===== config.mk =====
export PLATFORM = sky130hd
export DESIGN_NAME = ext_bus_seq
export DESIGN_NICKNAME = d
export VERILOG_FILES = /design/src/rtl/ext_bus_seq.sv
export SDC_FILE = /design/constraint.sdc
export NUM_CORES = 1
export LEC_CHECK = 0
export BUFFER_PORTS_ARGS = -buffer_cell sky130_fd_sc_hd__buf_4
export CORE_ASPECT_RATIO = 0.5
export CORE_UTILIZATION = 25
export CTS_CLUSTER_SIZE = 24
export DETAILED_ROUTE_END_ITERATION = 10
export GPL_ROUTABILITY_DRIVEN = 0
export PLACE_DENSITY_LB_ADDON = 0.05
export SLEW_MARGIN = 10
export SYNTH_ARGS = -nofsm -noshare
export SYNTH_HDL_FRONTEND = slang
export SYNTH_SLANG_ARGS = --single-unit

===== constraint.sdc =====
create_clock -name clk -period 5.61 [get_ports clk]
set_input_delay 0 -clock clk [delete_from_list [all_inputs] [get_ports clk]]
set_output_delay 0 -clock clk [all_outputs]
set_load 0.05 [all_outputs]

===== src/rtl/ext_bus_seq.sv =====
module ext_bus_seq #(
  parameter int ADDR_W = 16,
  parameter int DATA_W = 8,
  parameter int HI_W   = ADDR_W - DATA_W,
  parameter int SLOTS  = 12
) (
  input  logic              clk,
  input  logic              rst_n,
  input  logic [1:0]        op,
  input  logic              tbl,
  input  logic              wide,
  input  logic              ale_off,
  input  logic [ADDR_W-1:0] addr,
  input  logic [DATA_W-1:0] wdata,
  input  logic [HI_W-1:0]   hi_sfr,
  input  logic [DATA_W-1:0] lo_in,
  output logic              cyc_last,
  output logic              ale,
  output logic              psen_n,
  output logic              rd_n,
  output logic              wr_n,
  output logic [DATA_W-1:0] lo_out,
  output logic              lo_oe,
  output logic [HI_W-1:0]   hi_out,
  output logic [DATA_W-1:0] rdata,
  output logic              rd_valid
);
  localparam int CW   = $clog2(SLOTS);
  localparam int HALF = SLOTS / 2;
  localparam logic [CW-1:0] S_A0   = CW'(1);
  localparam logic [CW-1:0] S_A1   = CW'(2);
  localparam logic [CW-1:0] S_STR  = CW'(3);
  localparam logic [CW-1:0] S_MID  = CW'(HALF);
  localparam logic [CW-1:0] S_MA0  = CW'(HALF + 1);
  localparam logic [CW-1:0] S_MA1  = CW'(HALF + 2);
  localparam logic [CW-1:0] S_MSTR = CW'(HALF + 3);
  localparam logic [CW-1:0] S_FCAP = CW'(HALF - 1);
  localparam logic [CW-1:0] S_RCAP = CW'(SLOTS - 2);
  localparam logic [CW-1:0] S_LAST = CW'(SLOTS - 1);

  typedef enum logic [1:0] {OP_NONE, OP_FETCH, OP_RD, OP_WR} op_e;

  logic [CW-1:0]     cnt;
  op_e               op_q;
  logic              tbl_q, wide_q, aoff_q;
  logic [ADDR_W-1:0] a_q, a_nx, fa;
  logic [DATA_W-1:0] wd_q;
  logic              fetch, data, cap, addr_win, strobe_win, ale_win, ale_en;

  assign cyc_last = (cnt == S_LAST);
  assign fetch    = (op_q == OP_FETCH);
  assign data     = (op_q == OP_RD) || (op_q == OP_WR);
  assign a_nx     = a_q + ADDR_W'(1);
  assign fa       = (fetch && cnt >= S_MID) ? a_nx : a_q;

  assign ale_win  = (cnt == S_A0) || (cnt == S_A1) ||
                    (!data && (cnt == S_MA0 || cnt == S_MA1));
  assign ale_en   = !aoff_q || data || (fetch && tbl_q);
  assign ale      = ale_en && ale_win;

  assign psen_n   = !(fetch && ((cnt >= S_STR && cnt < S_MID) || cnt >= S_MSTR));

  assign strobe_win = (cnt >= S_STR) && (cnt <= S_RCAP);
  assign rd_n       = !(op_q == OP_RD && strobe_win);
  assign wr_n       = !(op_q == OP_WR && strobe_win);

  assign addr_win = (op_q != OP_NONE) &&
                    (cnt <= S_A1 || (fetch && cnt >= S_MID && cnt <= S_MA1));
  assign lo_oe    = addr_win || !wr_n;
  assign lo_out   = !wr_n ? wd_q : fa[DATA_W-1:0];
  assign hi_out   = (fetch || (data && wide_q)) ? fa[ADDR_W-1:DATA_W] : hi_sfr;

  assign cap = (fetch && (cnt == S_FCAP || cnt == S_LAST)) ||
               (op_q == OP_RD && cnt == S_RCAP);

  always_ff @(posedge clk or negedge rst_n) begin
    if (!rst_n) begin
      cnt      <= S_LAST;
      op_q     <= OP_NONE;
      tbl_q    <= 1'b0;
      wide_q   <= 1'b0;
      aoff_q   <= 1'b0;
      a_q      <= '0;
      wd_q     <= '0;
      rdata    <= '0;
      rd_valid <= 1'b0;
    end else begin
      cnt      <= cyc_last ? '0 : cnt + CW'(1);
      rd_valid <= cap;
      if (cap) rdata <= lo_in;
      if (cyc_last) begin
        op_q   <= op_e'(op);
        tbl_q  <= tbl;
        wide_q <= wide;
        aoff_q <= ale_off;
        a_q    <= addr;
        wd_q   <= wdata;
      end
    end
  end

  p_one_strobe_r3: assert property (@(posedge clk) disable iff (!rst_n)
    !(!psen_n && (!rd_n || !wr_n)) && !(!rd_n && !wr_n));

  p_ale_quiet_in_strobe_r2: assert property (@(posedge clk) disable iff (!rst_n)
    (!psen_n || !rd_n || !wr_n) |-> !ale);

  p_port_released_on_read_r5: assert property (@(posedge clk) disable iff (!rst_n)
    (!psen_n || !rd_n) |-> !lo_oe);

  p_wdata_steady_r6: assert property (@(posedge clk) disable iff (!rst_n)
    (!wr_n && $past(!wr_n)) |-> ($stable(lo_out) && lo_oe));

  p_ale_two_clocks_r2: assert property (@(posedge clk) disable iff (!rst_n)
    $rose(ale) |=> ale);

  p_cycle_marker_r10: assert property (@(posedge clk) disable iff (!rst_n)
    cyc_last |=> !cyc_last);

  p_valid_after_strobe_r3: assert property (@(posedge clk) disable iff (!rst_n)
    ($rose(psen_n) || $rose(rd_n)) |-> $past(cap) || rd_valid);
endmodule


==> results of run 1 <==
## logic make-up (layout without fill, tap and decap cells)
logic type	count (synthesis)	after routing	synth area share
AND/OR/NAND/NOR	69	69	0.174
multiplexers	49	49	0.223
flip-flops	42	42	0.428
AO/OA/AOI/OAI	28	28	0.0777
buffers and inverters	19	132	0.0366
XOR/XNOR	10	10	0.0356
adder cells (fa/ha/maj)	5	5	0.0254
## per-stage QoR
step,cell area (µm²),setup WS [ns],utilization,cells
2_1_floorplan,2460,3.31,-,222
3_3_place_gp,3160,3.53,0.332,424
3_5_place_dp,3160,3.50,0.332,424
4_1_cts,3690,3.17,0.388,470
5_1_grt,3690,2.98,0.388,470
6_report,3690,3.20,0.388,470
## critical path: stages (launching register included)
cell and delay (ns):
dfstp_2 0.68, a21oi_2 0.18, nor4_4 0.57, a41oi_1 0.19, o31a_1 0.31, buf_4 0.19
## state kept, by name, summed over array words and instances (netlist names)
register and count:
rd_valid 1, cnt 4, tbl_q 1, op_q 2
wide_q 1, a_q 16, aoff_q 1, wd_q 8
rdata 8
## power by group
part           switching (mW)  total (mW)  leakage, nW  internal (mW)
Clock                   0.115       0.291       0.0739          0.176
Combinational           0.104       0.190         1.00         0.0864
Sequential             0.0189       0.341        0.491          0.322
Total                   0.237       0.822         1.57          0.585
## path summary, 6_finish.rpt
check	depth (start not counted)	end	slack (ns)	from
setup reg to reg	5	a_q[10]	3.59	cnt[1]
hold reg to reg	1	wd_q[6]	0.50	wd_q[6]
min in group clk	4	hi_out[7]	0.36	hi_sfr[7]
hold / removal	2	a_q[10]	0.26	rst_n
setup / recovery	5	hi_out[5]	3.20	cnt[3]
max in group asynchronous	2	cnt[3]	4.97	rst_n
## cell type report
cell class                      count  area [µm²]
Clock buffer                        7         143
Clock inverter                      1        5.00
Multi-Input combinational cell    161        1320
Inverter                            8        30.0
Fill cell                        1012        5820
Sequential cell                    42        1050
Timing Repair Buffer              116         966
Tap cell                          135         169
## routing by layer
layer,part of all wire,vias up,GRT usage
met1,0.50,974,0.174
met2,0.43,51,0.216
met3,0.059,8,0.0422
met5,0,-,0
li1,-,1024,-
met4,0.0093,0,0.0358
## cell usage in the layout, fill, tap and decap left out, types with 6 or more instances in the layout
cell / instances
nand2_1: 12
nand4_1: 6
dfrtp_1: 39
nor3_1: 7
o21ai_0: 11
nor2_1: 8
nand3_1: 11
mux2_2: 46
xor2_1: 7
buf_4: 78
dlygate4sd3_1: 38
inv_1: 8
==> key figures, run 1 <==
Run status
  • Outcome: completed

Synth
  • Leading post-synthesis cells by cell area: dfrtp_1, mux2_2, dfstp_2
  • Warnings from Yosys: 0
  • Syn Std Cell Area: 0.00246 mm²
  • Top-count cell post-synth: mux2_2
  • Synth Register Bits: 42
  • Synth top cells by count: mux2_2, dfrtp_1, nand2_1
  • Cell taking the most area after synthesis: dfrtp_1
  • Share of Yosys cell area claimed by the top area cell type: 0.396
  • Asr flop ratio synth: 1.00
  • Sequential share of the synthesized area: 0.428
  • Distinct cells, synth: 44
  • Ys flop type: dfrtp_1
  • Post-synth EDFFs: 0
  • Cells after synthesis: 222
  • Syn avg cell area: 11.1 µm²
  • Syn_nets: 274

Clock network
  • TritonCTS clock tree: built
  • Clock slew at reported path FFs: 0.06 ns
  • H-tree level count: 2
  • Post-CTS sizing: 0
  • Root buf cell: clkbuf_16
  • CTS Buf Count: 5
  • # hold bufs at CTS: 38
  • Post-CTS setup buffers: 0
  • Clk Latency, worst-skew pair: 0.28 ns
  • Clock Tree Buf Depth: 2
  • CTS Sinks: 42

Critical path
  • Crit path launch type: register
  • Crit. End Element: primary output
  • WP data required: 5.61 ns
  • CP Max Fanout: 14
  • Arr. time, crit path: 2.41 ns
  • Crit Path Category: reg -> out

Routing
  • DRT iter0 DRCs: 71
  • Final wirelength: 6340 µm
  • Via count: 2,057
  • Drt drc: 0
  • Avg WL per Cell: 13.5 µm
  • Vias per cell: 4.38
  • Final ANT Viol Nets: 0
  • DRT Pass-1 Iters: 3

Floorplanning
  • Die area: 0.0103 mm²
  • Die Span Y: 72.2 µm
  • Core area: 0.00951 mm²
  • Overall die width: 142 µm
  • Initial Util: 0.259
  • I/O pins: 78
  • Row count: 25

Pwr
  • Max VDD drop: 121 µV
  • Pleak: 1.57 nW
  • Power Total: 0.822 mW
  • Pwr per Cell Area: 223 mW/mm²

Worst hold path
  • Hold Path Class: in -> async

STA
  • Slew @ Worst Pin: 0.832 ns
  • Slew HR: 0.430
  • Final setup viols: 0
  • Hold Fails Final Rpt: 0
  • Min Hold Slack: 0.259 ns
  • Worst Skew: 0.00313 ns
  • Fin crit share: 0.429
  • RSZ-0062 raised after global routing: false
  • Fmax: 415 MHz
  • Tmin final: 2.41 ns
  • Slew Limit Fails: 0
  • Setup TNS Final: 0 ns

GRT
  • GRT Resource Usage Total: 0.134
  • First-pass GRT wire length: 10,400 µm
  • Initial antenna violation count: 0
  • Grt ovf: 0
  • Vias in the first global route: 2,089
  • Largest net degree at the start of global routing: 43

Cells and area
  • Ant diodes: 0
  • NumNets Final: 386
  • Fraction of layout cells with a size suffix above 1: 0.439
  • Synthesis-to-finish area growth: 49.7%

Placed design
  • IO Port Bufs: 77
  • Hpwl dp: 4450 µm

Job
  • Max Cap Violations: 0
No activity file was read; power rests on OpenSTA's default activity.
==> run 2: changes to the inputs <==
--- a/config.mk
+++ b/config.mk
@@ -5,6 +5,7 @@
 export SDC_FILE = /design/constraint.sdc
 export NUM_CORES = 1
 export LEC_CHECK = 0
+export ABC_AREA = 1
 export BUFFER_PORTS_ARGS = -buffer_cell sky130_fd_sc_hd__buf_4
 export CORE_ASPECT_RATIO = 0.5
 export CORE_UTILIZATION = 25
==> constraint.sdc (replaced) <==
create_clock -name clk -period 2.3 [get_ports clk]
set_input_delay 0 -clock clk [delete_from_list [all_inputs] [get_ports clk]]
set_output_delay 0 -clock clk [all_outputs]
set_load 0.05 [all_outputs]
==> key figures, run 2 <==
Synth
  • Distinct cells, synth: 30
  • Cell taking the most area after synthesis: dfrtp_1
  • Synth Register Bits: 42
  • Cells after synthesis: 344
  • Leading post-synthesis cells by cell area: dfrtp_1, nand2_1, nand3_1
  • Top-count cell post-synth: nand2_1
  • Syn avg cell area: 7.11 µm²
  • Syn_nets: 396
  • Post-synth EDFFs: 0
  • Ys flop type: dfrtp_1
  • Syn Std Cell Area: 0.00245 mm²
  • Synth top cells by count: nand2_1, dfrtp_1, inv_1
  • Asr flop ratio synth: 1.00
  • Warnings from Yosys: 0
  • Sequential share of the synthesized area: 0.431
  • Share of Yosys cell area claimed by the top area cell type: 0.399

Clock network
  • Post-CTS sizing: 0
  • Clk Latency, worst-skew pair: 0.28 ns
  • Clock Tree Buf Depth: 2
  • Root buf cell: clkbuf_16
  • Clock slew at reported path FFs: 0.06 ns
  • TritonCTS clock tree: built
  • CTS Sinks: 42
  • H-tree level count: 2
  • CTS Buf Count: 5
  • Post-CTS setup buffers: 0

GRT
  • GRT Resource Usage Total: 0.149
  • Largest net degree at the start of global routing: 43
  • First-pass GRT wire length: 11,800 µm
  • Grt ovf: 0
  • Vias in the first global route: 2,444
  • Initial antenna violation count: 0

Routing
  • Final wirelength: 7010 µm
  • Drt drc: 0
  • Vias per cell: 4.27
  • DRT Pass-1 Iters: 4
  • Via count: 2,550
  • Final ANT Viol Nets: 0
  • Avg WL per Cell: 11.7 µm
  • DRT iter0 DRCs: 95

Cells and area
  • Fraction of layout cells with a size suffix above 1: 0.225
  • NumNets Final: 513
  • Most flop-heavy register: a_q
  • Most frequent cells in the layout: nand2_1, buf_4, dfrtp_1, dlygate4sd3_1, inv_1
  • Most common cell after layout, fill and taps aside: nand2_1
  • Biggest registers after layout: a_q x16, rdata x8, wd_q x8
  • Cell area after layout: 0.00371 mm²
  • Final core occ: 0.392
  • Ant diodes: 0
  • Max FFs per register: 16
  • Final Non-Filler Cells: 597
  • Synthesis-to-finish area growth: 51.8%
  • Fill count: 1,021

STA
  • Hold Fails Final Rpt: 0
  • Setup slack after layout: 0.236 ns
  • Slew @ Worst Pin: 0.700 ns
  • Fmax: 484 MHz
  • Min Hold Slack: 0.247 ns
  • Tmin final: 2.06 ns
  • Fin crit share: 0.897
  • Slew HR: 0.533
  • Worst Skew: 0.00331 ns
  • RSZ-0062 raised after global routing: false
  • Final setup viols: 0
  • Slew Limit Fails: 0
  • Setup TNS Final: 0 ns

Floorplanning
  • I/O pins: 78
  • Core area: 0.00948 mm²
  • Overall die width: 142 µm
  • Die Span Y: 72.0 µm
  • Die area: 0.0102 mm²
  • Row count: 25
  • Initial Util: 0.258

Placed design
  • Placed cell areas: 0.00317 mm²
  • Placed cell count: 551
  • Setup WS pre-CTS: 0.525 ns
  • Hpwl dp: 5340 µm
  • IO Port Bufs: 77

Critical path
  • R2R depth: 6
  • Crit. End Element: primary output
  • Arr. time, crit path: 2.06 ns
  • Crit Path Category: reg -> out
  • CP Max Fanout: 13
  • Crit path launch type: register
  • WP data required: 2.30 ns

Pwr
  • Max VDD drop: 366 µV
  • Pwr per Cell Area: 556 mW/mm²
  • Pleak: 1.85 nW
  • Power Total: 2.07 mW

Worst hold path
  • Hold Path Class: in -> async

Run status
  • Outcome: completed

Job
  • Max Cap Violations: 0
==> run 2: critical path, cell delays in order, from the launching register on <==
cell,delay (ns)
dfstp_2,0.57
inv_1,0.10
ha_1,0.22
nand2_2,0.11
nand2_1,0.07
nand3_2,0.22
o21ai_0,0.17
o21a_1,0.14
buf_4,0.18
==> run 2: per-layer routing <==
layer	track usage	vias to the layer above	part of all wire
met5	0	-	0
met4	0.0394	0	0.0066
met3	0.0383	5	0.059
met2	0.229	68	0.43
met1	0.210	1160	0.50
li1	-	1317	-
==> run 2: final timing paths <==
check	startpoint	endpoint	slack, ns
max	cnt[0]	lo_out[1]	0.24
min	rst_n	rdata[2]	0.25
max reg2reg	cnt[3]	rdata[4]	0.58
min reg2reg	wide_q	wide_q	0.49
max in group asynchronous	rst_n	cnt[3]	1.68
min in group clk	hi_sfr[4]	hi_out[4]	0.36
==> run 2: cell families (layout without fill, tap and decap cells) <==
logic type | Yosys count | in the layout | share of synthesized area
xor+xnor | 4 | 4 | 0.0143
buf+inv | 47 | 165 | 0.0798
simple gates | 202 | 202 | 0.351
compound gates | 44 | 44 | 0.0982
fa+ha+maj | 5 | 5 | 0.0256
flops | 42 | 42 | 0.431
==> run 2: cell type report <==
type | count | area, µm² | area share
Tap cell | 135 | 169 | 0.0455
Multi-Input combinational cell | 255 | 1200 | 0.322
Sequential cell | 42 | 1050 | 0.284
Clock buffer | 7 | 133 | 0.0357
Timing Repair Buffer | 119 | 988 | 0.266
Inverter | 38 | 143 | 0.0384
Clock inverter | 1 | 30.0 | 0.00808
==> run 2: repair_timing <==
item | 4_1_cts | 5_1_grt
endpoints found under the setup margin | 0 | 0
endpoints found under the hold margin | 76 | 0
hold buffers | 38 | 0
==> run 2: report_power, final <==
part	switching, mW	internal, mW
Combinational	0.263	0.183
Clock	0.286	0.513
Sequential	0.0372	0.784
